### src/rtl/adc_boot_pkg.sv
package adc_boot_pkg;

    typedef enum logic [2:0] {
        ST_IDLE,
        ST_SUPPLY,
        ST_WAKE,
        ST_RESET,
        ST_SETTLE,
        ST_DUMMY,
        ST_READY,
        ST_SHDN
    } boot_state_e;

    // States in which the converter is powered and sequencing
    function automatic logic is_active(boot_state_e s);
        return (s == ST_WAKE) || (s == ST_RESET) || (s == ST_SETTLE) ||
               (s == ST_DUMMY) || (s == ST_READY);
    endfunction

endpackage

### src/rtl/boot_timer.sv
module boot_timer #(
    parameter int CW = 16
) (
    input  logic          clk,
    input  logic          rst_n,
    input  logic          load,
    input  logic [CW-1:0] load_val,
    output logic          expired
);
    logic [CW-1:0] count_d, count_q;

    always_comb begin
        count_d = count_q;
        if (load) begin
            count_d = load_val;
        end else if (count_q != '0) begin
            count_d = count_q - 1'b1;
        end
    end

    always_ff @(posedge clk or negedge rst_n) begin
        if (!rst_n) begin
            count_q <= '0;
        end else begin
            count_q <= count_d;
        end
    end

    // Phase ends in the cycle the count reaches one (or was loaded with zero)
    assign expired = (count_q <= CW'(1));

endmodule

### src/rtl/busy_edge.sv
module busy_edge (
    input  logic clk,
    input  logic rst_n,
    input  logic busy_in,
    output logic fall
);
    logic prev_d, prev_q;

    always_comb begin
        prev_d = busy_in;
    end

    always_ff @(posedge clk or negedge rst_n) begin
        if (!rst_n) begin
            prev_q <= 1'b0;
        end else begin
            prev_q <= prev_d;
        end
    end

    assign fall = prev_q & ~busy_in;

endmodule

### src/rtl/adc_boot_seq.sv
module adc_boot_seq
    import adc_boot_pkg::*;
#(
    parameter int CW = 16,
    parameter int DW = 4
) (
    input  logic          clk,
    input  logic          rst_n,
    input  logic          supply_ok,
    input  logic          shdn_req,
    input  logic [CW-1:0] wake_cycles,
    input  logic [CW-1:0] rst_width,
    input  logic [CW-1:0] settle_cycles,
    input  logic [DW-1:0] dummy_count,
    input  logic          range_sel,
    input  logic          start_req,
    input  logic          busy,
    output logic          adc_reset,
    output logic          adc_stby_n,
    output logic          adc_range,
    output logic          adc_convst,
    output logic          ready,
    output logic          result_valid
);
    localparam int NW = DW + 1;

    typedef struct packed {
        boot_state_e   state;
        logic [NW-1:0] dleft;
        logic          pending;
        logic          rng;
        logic          convst;
        logic          valid;
    } seq_t;

    localparam seq_t SEQ_RST = '{state: ST_IDLE, dleft: '0, pending: 1'b0,
                                 rng: 1'b0, convst: 1'b0, valid: 1'b0};

    seq_t          d, q;
    logic          tmr_load;
    logic [CW-1:0] tmr_val;
    logic          tmr_done;
    logic          bfall;
    logic [NW-1:0] need;

    boot_timer #(.CW(CW)) u_timer (
        .clk      (clk),
        .rst_n    (rst_n),
        .load     (tmr_load),
        .load_val (tmr_val),
        .expired  (tmr_done)
    );

    busy_edge u_edge (
        .clk     (clk),
        .rst_n   (rst_n),
        .busy_in (busy),
        .fall    (bfall)
    );

    // Narrow range needs one extra conversion to latch it at a BUSY fall
    assign need = NW'(dummy_count) + NW'(!range_sel);

    always_comb begin
        d        = q;
        d.convst = 1'b0;
        d.valid  = 1'b0;
        tmr_load = 1'b0;
        tmr_val  = '0;

        case (q.state)
            ST_IDLE: d.state = ST_SUPPLY;
            ST_SUPPLY: begin
                if (supply_ok) begin
                    if (shdn_req) begin
                        d.state = ST_SHDN;
                    end else begin
                        d.state  = ST_WAKE;
                        tmr_load = 1'b1;
                        tmr_val  = wake_cycles;
                    end
                end
            end
            ST_SHDN: begin
                d.pending = 1'b0;
                if (!shdn_req) begin
                    d.state  = ST_WAKE;
                    tmr_load = 1'b1;
                    tmr_val  = wake_cycles;
                end
            end
            ST_WAKE: begin
                if (tmr_done) begin
                    d.state  = ST_RESET;
                    tmr_load = 1'b1;
                    tmr_val  = rst_width;
                end
            end
            ST_RESET: begin
                if (tmr_done) begin
                    d.state  = ST_SETTLE;
                    tmr_load = 1'b1;
                    tmr_val  = settle_cycles;
                end
            end
            ST_SETTLE: begin
                if (tmr_done) begin
                    d.rng     = range_sel;
                    d.dleft   = need;
                    d.pending = 1'b0;
                    d.state   = (need == '0) ? ST_READY : ST_DUMMY;
                end
            end
            ST_DUMMY: begin
                if (!q.pending) begin
                    d.convst  = 1'b1;
                    d.pending = 1'b1;
                end else if (bfall) begin
                    d.pending = 1'b0;
                    if (q.dleft <= NW'(1)) begin
                        d.state = ST_READY;
                        d.dleft = '0;
                    end else begin
                        d.dleft = q.dleft - 1'b1;
                    end
                end
            end
            ST_READY: begin
                if (q.pending) begin
                    if (bfall) begin
                        d.pending = 1'b0;
                        d.valid   = 1'b1;
                    end
                end else if (start_req) begin
                    d.convst  = 1'b1;
                    d.pending = 1'b1;
                end
            end
            default: d.state = ST_IDLE;
        endcase

        // Shutdown request overrides every powered phase
        if (shdn_req && is_active(q.state)) begin
            d.state   = ST_SHDN;
            d.pending = 1'b0;
            d.convst  = 1'b0;
            d.valid   = 1'b0;
            tmr_load  = 1'b0;
        end
    end

    always_ff @(posedge clk or negedge rst_n) begin
        if (!rst_n) begin
            q <= SEQ_RST;
        end else begin
            q <= d;
        end
    end

    always_comb begin
        adc_reset  = 1'b0;
        adc_stby_n = 1'b0;
        adc_range  = 1'b0;
        ready      = 1'b0;
        case (q.state)
            ST_WAKE, ST_SETTLE: begin
                adc_stby_n = 1'b1;
                adc_range  = 1'b1;
            end
            ST_RESET: begin
                adc_stby_n = 1'b1;
                adc_range  = 1'b1;
                adc_reset  = 1'b1;
            end
            ST_DUMMY: begin
                adc_stby_n = 1'b1;
                adc_range  = q.rng;
            end
            ST_READY: begin
                adc_stby_n = 1'b1;
                adc_range  = q.rng;
                ready      = 1'b1;
            end
            default: ;
        endcase
    end

    assign adc_convst   = q.convst;
    assign result_valid = q.valid;

endmodule

### config.mk
export PLATFORM = sky130hd
export DESIGN_NAME = adc_boot_seq
export DESIGN_NICKNAME = d
export VERILOG_FILES = /design/src/rtl/adc_boot_pkg.sv /design/src/rtl/boot_timer.sv /design/src/rtl/busy_edge.sv /design/src/rtl/adc_boot_seq.sv
export SDC_FILE = /design/constraint.sdc
export NUM_CORES = 1
export LEC_CHECK = 0
export BUFFER_PORTS_ARGS = -buffer_cell sky130_fd_sc_hd__buf_2
export CAP_MARGIN = 20
export CORE_MARGIN = 5
export CORE_UTILIZATION = 45
export DETAILED_ROUTE_END_ITERATION = 10
export PLACE_DENSITY = 0.69
export SYNTH_ARGS = -nofsm -noshare
export SYNTH_HDL_FRONTEND = slang
export SYNTH_HIERARCHICAL = 1
export SYNTH_SLANG_ARGS = --single-unit
export TNS_END_PERCENT = 30
### constraint.sdc
create_clock -name clk -period 7.51 [get_ports clk]
set_clock_uncertainty 0.2 [all_clocks]
set_input_delay 1.502 -clock clk [delete_from_list [all_inputs] [get_ports clk]]
set_output_delay 1.502 -clock clk [all_outputs]
set_load 0.02 [all_outputs]
==> flow_metrics.env, run 1 <==
export IMPL_cap_violations=0
export IMPL_gp_congestion=0.842
export IMPL_fin_crit_sh_pct=50.7
export IMPL_grt_pass1_vias=2376
export IMPL_relSlewSlack_pct=27.2
export IMPL_worstSetupPathType="flop to output port"
export IMPL_p_leak_nw=1.32
export IMPL_hold_buffers=0
export IMPL_start_util_pct=46.3
export IMPL_syn_to_final_growth_pct=16.0
export IMPL_status="finished clean"
export IMPL_synth_most_common_cell="nor2_1"
export IMPL_synth_edf_count=0
export IMPL_critical_path_arrival_ns=2.11
export IMPL_postLayoutCoreUtil_pct=53.7
export IMPL_seq_area_sq_um=726
export IMPL_cts_setup_buffers=0
export IMPL_synth_cell_type_count=64
export IMPL_hold_class="flop to flop"
export IMPL_die_w_um=85.5
export IMPL_routedWlPerCell_um=15.7
export IMPL_io_pins=65
export IMPL_mappedNetlistArea_sq_um=2570
export IMPL_rsz0062_at_grt="false"
export IMPL_synthTopCellsByArea="dfrtp_1 (28%), nor2_1 (6.9%), a22o_1 (6.5%)"
export IMPL_path_clk_slew_ns=0.06
export IMPL_async_flop_share_pct=100
export IMPL_synth_top_area_share_pct=28.3
export IMPL_fin_nets=430
export IMPL_crit_path_end_kind="output port"
export IMPL_timing_hold_ws_ns=0.306
export IMPL_clk_path_buf_depth=2
export IMPL_grt_pass1_wl_um=11300
export IMPL_cts_sinks=29
export IMPL_avgSynthCellArea_sq_um=8.36
export IMPL_design_core_area_sq_um=5540
export IMPL_yosys_area_top_type="dfrtp_1"
export IMPL_final_cells=435
export IMPL_io_buffers=64
export IMPL_grt_overflow=0
export IMPL_synthFlopType="dfrtp_1"
export IMPL_drt_iter0_drc=216
export IMPL_worst_skew_pair_late_latency_ns=0.28
export IMPL_avgViaCountPerCell=5.72
export IMPL_fin_tns_setup_ns=0
export IMPL_report_power_total_mw=1.11
export IMPL_setup_viol=0
export IMPL_drc=0
export IMPL_dpl_cell_count=427
export IMPL_h_tree_depth=2
export IMPL_grt_start_max_net_pins=30
export IMPL_synth_seq_area_share_pct=28.3
export IMPL_hold_violations=0
export IMPL_drive_gt1_share_pct=25.9
export IMPL_fillers=536
export IMPL_synth_seq_cells=29
export IMPL_insertedDiodeCount=0
export IMPL_synthTopCellsByCount="nor2_1 (47), dfrtp_1 (29), a22o_1 (19)"
export IMPL_drv_slew=0
export IMPL_fin_crit_ns=3.81
export IMPL_powerDensity_nw_per_um2=374
export IMPL_cts_tree="yes"
export IMPL_synth_nets=375
export IMPL_worstPathMaxFanout=22
export IMPL_worst_endpoint_required_ns=5.81
export IMPL_vias=2487
export IMPL_cts_inserted_buffers=5
export IMPL_tightest_slew_ns=1.09
export IMPL_syn_inst=307
export IMPL_grt_total_usage_pct=19.1
export IMPL_vdd_drop_max_uv=271
export IMPL_max_freq_ghz=0.262
export IMPL_drt_total_wl_um=6830
export IMPL_cp_start_kind="flop"
export IMPL_rows=27
export IMPL_dp_hpwl_um=5240
export IMPL_die_y_um=85.5
export IMPL_dieArea_sq_um=7310
export IMPL_cts_resized=0
export IMPL_antenna_left=0
export IMPL_yosys_warnings=6
export IMPL_antenna_found_initial=0
export IMPL_root_buffer="clkbuf_8"
export IMPL_multi_input_area_sq_um=1680
export IMPL_dr_pass1_iters=5
## state kept, by name, indices dropped and copies added, names as in the netlist
signal	count
adc_convst	1
q	10
result_valid	1
u_edge/prev_q	1
u_timer/count_q	16
## final timing paths
kind	start	slack, ns	to	depth (start not counted)
min in group asynchronous	rst_n	1.06	q[5]$_DFFE_PN0P_	1
max	q[9]$_DFFE_PN0P_	3.70	adc_reset	2
min	q[8]$_DFFE_PN0P_	0.31	q[8]$_DFFE_PN0P_	1
min reg2reg	q[8]$_DFFE_PN0P_	0.31	q[8]$_DFFE_PN0P_	1
max reg2reg	q[9]$_DFFE_PN0P_	4.32	u_timer/count_q[7]$_DFFE_PN0P_	7
max in group asynchronous	rst_n	5.63	u_timer/count_q[4]$_DFFE_PN0P_	1
## cell usage in the layout, fill, tap and decap left out, types with 2 or more instances in the layout
cell and n:
a211oi_1 3, a21oi_1 17, a22o_1 19, a22oi_1 17, a31oi_1 2, and2_1 2
buf_2 64, buf_4 2, clkbuf_8 7, dfrtp_1 29, ha_1 9, inv_1 9
mux2_2 2, mux2i_1 6, nand2_1 18, nand2b_1 3, nand3_1 3, nand4_1 3
nor2_1 47, nor2b_1 3, nor3_1 10, nor3_2 2, nor3_4 2, nor3b_1 3
nor4_1 9, o21ai_0 18, o21bai_1 3, o31ai_1 2, or3_1 3, or4_1 4
xnor2_1 7, xor2_1 3
## report_power, final
group / switching (mW) / total [mW] / internal [mW]
Sequential: 0.115 / 0.339 / 0.224
Combinational: 0.364 / 0.633 / 0.269
Clock: 0.0598 / 0.142 / 0.0827
## layout make-up
class	count	share of cell area, %
Sequential cell	29	24.4
Inverter	11	1.47
Tap cell	72	3.03
Multi-Input combinational cell	249	56.5
Timing Repair Buffer	66	11.3
Clock inverter	1	0.168
Clock buffer	7	3.24
## critical path: stages, from the launching register on
cell and delay (ns):
dfrtp_1 0.81, and3b_1 0.72, buf_2 0.29
## layer usage
layer | global-route usage [%] | share of wire, % | vias to the layer above
met2 | 31.6 | 48 | 51
li1 | - | - | 1262
met3 | 3.65 | 3.8 | 10
met4 | 5.32 | 1.5 | 0
met1 | 25.4 | 46 | 1164
met5 | 0 | 0 | -
## through the flow
stage	setup WS, ns	area, sq um
after floorplan	3.87	2570
after global placement	3.53	2880
after detailed placement	3.54	2880
after CTS	3.73	2980
after global routing	3.59	2980
final	3.70	2980
## kinds of logic (layout without fill, tap and decap cells)
logic type      after synthesis  after routing  share of synthesized area [%]
compound gates              101            101                           28.7
xor+xnor                     10             10                           3.41
fa+ha+maj                    10             10                           4.78
buf+inv                      29             85                           6.24
flops                        29             29                           28.3
mux                           8              8                           3.22
simple gates                120            120                           25.4
Note: power is estimated with default switching activity, not from simulation.
==> run 2: changes to the inputs <==
- clock period: 7.51 -> 3.75 ns (I/O delays scaled with it)
==> flow_metrics.env, run 2 (same netlist as run 1, synthesis figures left out) <==
export IMPL_status="finished clean"
export IMPL_vdd_drop_max_uv=460
export IMPL_cp_cell_sequence="nor4_1, nand4_1, nor2_1, buf_4, a21oi_1, nor2_1, buf_4, inv_1, mux2_2"
export IMPL_hold_depth=1
export IMPL_grt_total_usage_pct=19.5
export IMPL_reg2reg_to="u_timer/count_q[7]$_DFFE_PN0P_"
export IMPL_drv_slew=0
export IMPL_grt_start_max_net_pins=30
export IMPL_root_buffer="clkbuf_8"
export IMPL_fillers=564
export IMPL_crit_path_end_kind="flop"
export IMPL_vias=2515
export IMPL_max_freq_ghz=0.336
export IMPL_p_sw_mw=1.07
export IMPL_drt_total_wl_um=7050
export IMPL_avgViaCountPerCell=5.76
export IMPL_critical_path_arrival_ns=2.93
export IMPL_largest_reg_flops=16
export IMPL_worst_endpoint_required_ns=3.71
export IMPL_whs_endpoint="q[8]$_DFFE_PN0P_"
export IMPL_max_stage_delay_ns=0.50
export IMPL_cts_setup_buffers=0
export IMPL_hold_class="flop to flop"
export IMPL_comb_power_share_pct=57.8
export IMPL_fin_tns_setup_ns=0
export IMPL_worstHoldStart="q[8]$_DFFE_PN0P_"
export IMPL_final_cell_mix="buf_2 (64), nor2_1 (47), dfrtp_1 (29), a22o_1 (19)"
export IMPL_hold_buffers=0
export IMPL_cts_tree="yes"
export IMPL_hold_violations=0
export IMPL_powerDensity_nw_per_um2=742
export IMPL_routedWlPerCell_um=16.1
export IMPL_worstSetupPathType="flop to flop"
export IMPL_grt_pass1_vias=2345
export IMPL_fin_nets=433
export IMPL_drive_gt1_share_pct=26.0
export IMPL_antenna_left=0
export IMPL_internal_power_mw=1.14
export IMPL_setup_viol=0
export IMPL_drt_iter0_drc=152
export IMPL_seq_area_sq_um=726
export IMPL_max_flop_register="u_timer/count_q"
export IMPL_io_pins=65
export IMPL_fin_crit_sh_pct=79.4
export IMPL_p_clk_share_pct=11.6
export IMPL_place_area_sq_um=2900
export IMPL_antenna_found_initial=0
export IMPL_insertedDiodeCount=0
export IMPL_cts_resized=0
export IMPL_swShare_pct=48.4
export IMPL_seqPwrFrac_pct=30.6
export IMPL_final_cells=437
export IMPL_drc=0
export IMPL_cap_violations=0
export IMPL_grt_pass1_wl_um=11600
export IMPL_reg2reg_depth=9
export IMPL_worst_skew_pair_late_latency_ns=0.28
export IMPL_dp_hpwl_um=5440
export IMPL_cp_start_kind="flop"
export IMPL_cts_sinks=29
export IMPL_cpLargestDelayFamily="simple AND/OR/NAND/NOR gates"
export IMPL_relSlewSlack_pct=51.2
export IMPL_path_buf_inv=3
export IMPL_design_core_area_sq_um=5540
export IMPL_timing_hold_ws_ns=0.303
export IMPL_io_buffers=64
export IMPL_rows=27
export IMPL_p_leak_nw=1.33
export IMPL_h_tree_depth=2
export IMPL_tightest_slew_ns=0.730
export IMPL_multi_input_area_sq_um=1680
export IMPL_dr_pass1_iters=4
export IMPL_path_clk_slew_ns=0.06
export IMPL_dpl_cell_count=430
export IMPL_fin_crit_ns=2.98
export IMPL_r2r_setup_slack_ns=0.77
export IMPL_cts_inserted_buffers=5
export IMPL_clk_path_buf_depth=2
export IMPL_dieArea_sq_um=7310
export IMPL_syn_to_final_growth_pct=16.3
export IMPL_die_y_um=85.5
export IMPL_final_common_cell="buf_2"
export IMPL_fin_area_sq_um=2980
export IMPL_die_w_um=85.5
export IMPL_worstPathMaxFanout=24
export IMPL_grt_overflow=0
export IMPL_reg_top3="u_timer/count_q (16), q (10)"
export IMPL_r2r_start="u_timer/count_q[4]$_DFFE_PN0P_"
export IMPL_rsz0062_at_grt="false"
export IMPL_slowest_stage="nor4_1"
export IMPL_gp_congestion=0.848
export IMPL_start_util_pct=46.3
[run 2: cell types whose count changed in the layout (fill, tap and decap cells not counted), sizes merged]
cell	previous run	this run
clkinv	1	0
buf	66	69
[run 2: per-stage QoR]
stage / utilization [%] / setup slack, ns / power, mW
6_report: 53.9 / 0.774 / 2.21
5_1_grt: 53.9 / 0.525 / 2.42
4_1_cts: 53.9 / 0.802 / 2.21
3_5_place_dp: 52.3 / 0.829 / 1.95
3_3_place_gp: 52.3 / 0.841 / 1.94
2_1_floorplan: - / 0.501 / 1.70
[run 2: worst max-delay path by stage]
stage / from / end / slack (ns) / depth (start not counted)
finish: u_timer/count_q[4]$_DFFE_PN0P_ / u_timer/count_q[7]$_DFFE_PN0P_ / 0.77 / 9
global route: u_timer/count_q[4]$_DFFE_PN0P_ / u_timer/count_q[7]$_DFFE_PN0P_ / 0.53 / 9
CTS: q[11]$_DFFE_PN0P_ / u_timer/count_q[5]$_DFFE_PN0P_ / 0.80 / 9
detailed placement: q[11]$_DFFE_PN0P_ / u_timer/count_q[5]$_DFFE_PN0P_ / 0.83 / 9
global placement: q[11]$_DFFE_PN0P_ / u_timer/count_q[5]$_DFFE_PN0P_ / 0.84 / 9
floorplan: u_timer/count_q[6]$_DFFE_PN0P_ / u_timer/count_q[1]$_DFFE_PN0P_ / 0.50 / 11
[run 2: worst reg2reg max path, delay by kind of cell (launching register included)]
kind	cells	cell delay (ns)
simple gates	4	1.01
buf+inv	3	0.78
flops	1	0.43
compound gates	1	0.11
mux	1	0.34
[run 2: layout make-up]
cell class	count	area share, %
Multi-Input combinational cell	249	56.3
Sequential cell	29	24.3
Timing Repair Buffer	69	12.0
Tap cell	72	3.02
Clock buffer	7	2.89
Inverter	11	1.47
[run 2: routing by layer]
metal / share of wire (%) / GRT usage (%) / wire length, um / vias up
li1: - / - / - / 1263
met1: 47 / 27.3 / 3290 / 1182
met2: 48 / 30.4 / 3370 / 62
met3: 4.6 / 4.03 / 328 / 8
met4: 0.89 / 5.18 / 63 / 0
met5: 0 / 0 / 0 / -
[run 2: power by group through the flow]
| stage | Sequential, mW | Clock [mW] | Combinational [mW] |
|---|---|---|---|
| floorplan | 0.581 | 0 | 1.12 |
| global placement | 0.675 | 0 | 1.27 |
| detailed placement | 0.678 | 0 | 1.27 |
| CTS | 0.672 | 0.265 | 1.28 |
| global route | 0.701 | 0.282 | 1.44 |
| finish | 0.677 | 0.257 | 1.28 |
==> run 3: changes to the inputs <==
- ABC_AREA: unset -> 1
- clock period: 3.75 -> 3.1 ns (I/O delays scaled with it)
==> flow_metrics.env, run 3 <==
export IMPL_status="finished clean"
export IMPL_rows=28
export IMPL_design_core_area_sq_um=5990
export IMPL_root_buffer="clkbuf_8"
export IMPL_synth_most_common_cell="nand2_1"
export IMPL_hold_class="primary input to async pin"
export IMPL_antenna_left=0
export IMPL_h_tree_depth=2
export IMPL_worst_skew_pair_late_latency_ns=0.29
export IMPL_die_y_um=89.1
export IMPL_dp_hpwl_um=5770
export IMPL_place_area_sq_um=3170
export IMPL_yosys_area_top_type="dfrtp_1"
export IMPL_synthTopCellsByCount="nand2_1 (90), nand3_1 (67), nor2_1 (55)"
export IMPL_worst_endpoint_required_ns=3.07
export IMPL_vias=3040
export IMPL_cts_inserted_buffers=5
export IMPL_fin_nets=564
export IMPL_reg_top3="u_timer/count_q (16), q (10)"
export IMPL_cts_resized=0
export IMPL_drt_total_wl_um=7430
export IMPL_final_cell_mix="nand2_1 (90), nand3_1 (67), buf_2 (64), nor2_1 (55), inv_1 (50)"
export IMPL_synth_seq_area_share_pct=25.8
export IMPL_hold_violations=0
export IMPL_worstSetupPathType="flop to flop"
export IMPL_crit_path_end_kind="flop"
export IMPL_grt_pass1_vias=2820
export IMPL_worstPathMaxFanout=20
export IMPL_synthFlopType="dfrtp_1"
export IMPL_synth_seq_cells=29
export IMPL_insertedDiodeCount=0
export IMPL_routedWlPerCell_um=13.0
export IMPL_synth_top_area_share_pct=25.8
export IMPL_syn_to_final_growth_pct=17.0
export IMPL_cp_start_kind="flop"
export IMPL_powerDensity_nw_per_um2=832
export IMPL_syn_inst=435
export IMPL_mappedNetlistArea_sq_um=2810
export IMPL_clk_path_buf_depth=2
export IMPL_critical_path_arrival_ns=2.68
export IMPL_async_flop_share_pct=100
export IMPL_max_flop_register="u_timer/count_q"
export IMPL_synth_cell_type_count=35
export IMPL_grt_pass1_wl_um=12800
export IMPL_cts_sinks=29
export IMPL_die_w_um=89.1
export IMPL_cap_violations=0
export IMPL_drc=0
export IMPL_largest_reg_flops=16
export IMPL_hold_buffers=0
export IMPL_relSlewSlack_pct=55.6
export IMPL_vdd_drop_max_uv=481
export IMPL_path_clk_slew_ns=0.07
export IMPL_synth_nets=503
export IMPL_fin_crit_ns=2.71
export IMPL_synth_edf_count=0
export IMPL_seq_area_sq_um=726
export IMPL_drive_gt1_share_pct=23.7
export IMPL_yosys_warnings=6
export IMPL_setup_viol=0
export IMPL_start_util_pct=47.0
export IMPL_cts_setup_buffers=0
export IMPL_io_buffers=64
export IMPL_tightest_slew_ns=0.666
export IMPL_fin_area_sq_um=3290
export IMPL_dieArea_sq_um=7930
export IMPL_max_freq_ghz=0.369
export IMPL_postLayoutCoreUtil_pct=54.9
export IMPL_grt_total_usage_pct=20.1
export IMPL_fin_ws_ns=0.393
export IMPL_io_pins=65
export IMPL_avgViaCountPerCell=5.31
export IMPL_fin_tns_setup_ns=0
export IMPL_final_common_cell="nand2_1"
export IMPL_rsz0062_at_grt="false"
export IMPL_fillers=585
export IMPL_report_power_total_mw=2.74
export IMPL_synthTopCellsByArea="dfrtp_1 (26%), nand2_1 (12%), nand3_1 (12%)"
export IMPL_antenna_found_initial=0
export IMPL_dr_pass1_iters=5
export IMPL_multi_input_area_sq_um=1760
export IMPL_grt_overflow=0
export IMPL_pre_cts_slack_ns=0.460
export IMPL_drv_slew=0
export IMPL_drt_iter0_drc=202
export IMPL_p_leak_nw=1.69
export IMPL_grt_start_max_net_pins=37
export IMPL_avgSynthCellArea_sq_um=6.47
export IMPL_fin_crit_sh_pct=87.3
export IMPL_gp_congestion=0.886
export IMPL_cts_tree="yes"
run 3: layout make-up:
type                    instances  share of cell area (%)
clock buffers                   6                    2.51
clock inverters                 2                    1.14
inverters                      58                    6.61
multi-input cells             333                    53.6
flip-flops and latches         29                    22.0
well taps                      75                    2.85
repair buffers                 69                    11.3
run 3: routing by layer:
layer	share of wire, %	up-vias	wire length (um)	GRT usage (%)
li1	-	1565	-	-
met1	49	1370	3610	29.3
met2	44	98	3270	30.1
met3	6.6	7	488	4.06
met4	0.81	0	60	5.55
met5	0	-	0	0
run 3: final timing paths:
check	from	endpoint	slack (ns)	depth (start not counted)
min in group clk	busy	u_edge/prev_q$_DFF_PN0_	0.26	1
min reg2reg	q[6]$_DFFE_PN0P_	q[6]$_DFFE_PN0P_	0.30	2
max reg2reg	q[11]$_DFFE_PN0P_	u_timer/count_q[9]$_DFFE_PN0P_	0.39	12
max in group asynchronous	rst_n	u_timer/count_q[12]$_DFFE_PN0P_	2.10	1
min	rst_n	result_valid$_DFF_PN0_	0.16	1
max	q[11]$_DFFE_PN0P_	u_timer/count_q[9]$_DFFE_PN0P_	0.39	12
run 3: metrics by stage:
| step | hold WS (ns) | instances |
|---|---|---|
| floorplan | 0.124 | 435 |
| global placement | 0.287 | 564 |
| detailed placement | 0.291 | 564 |
| CTS | 0.179 | 572 |
| global route | 0.224 | 572 |
| finish | 0.155 | 572 |
run 3: worst max-delay path: stages, from the launching register on:
cell and delay, ns:
dfrtp_1 0.52, inv_1 0.20, ha_1 0.27, inv_1 0.08, nand2_1 0.08, nor2_2 0.05
nor2_2 0.20, a21oi_1 0.11, inv_2 0.27, buf_4 0.26, nand3_2 0.14, o21ai_0 0.13
nor2_1 0.08
run 3: power breakdown:
group          total [mW]  leakage (nW)  switching, mW  internal (mW)
Clock               0.423        0.0574          0.161          0.261
Combinational        1.58          1.28           1.06          0.528
Sequential          0.734         0.355          0.197          0.537
run 3: cells by family (layout without fill, tap and decap cells):
kind of cell	count (synthesis)	count (layout)	share of synthesized area [%]
xor gates and xnor gates	3	3	0.934
buffers and inverters	73	135	11.7
adders and majority gates	9	9	4.00
DFF	29	29	25.8
AOI/OAI and AO/OA	55	55	11.1
and+or+nand+nor	266	266	46.5
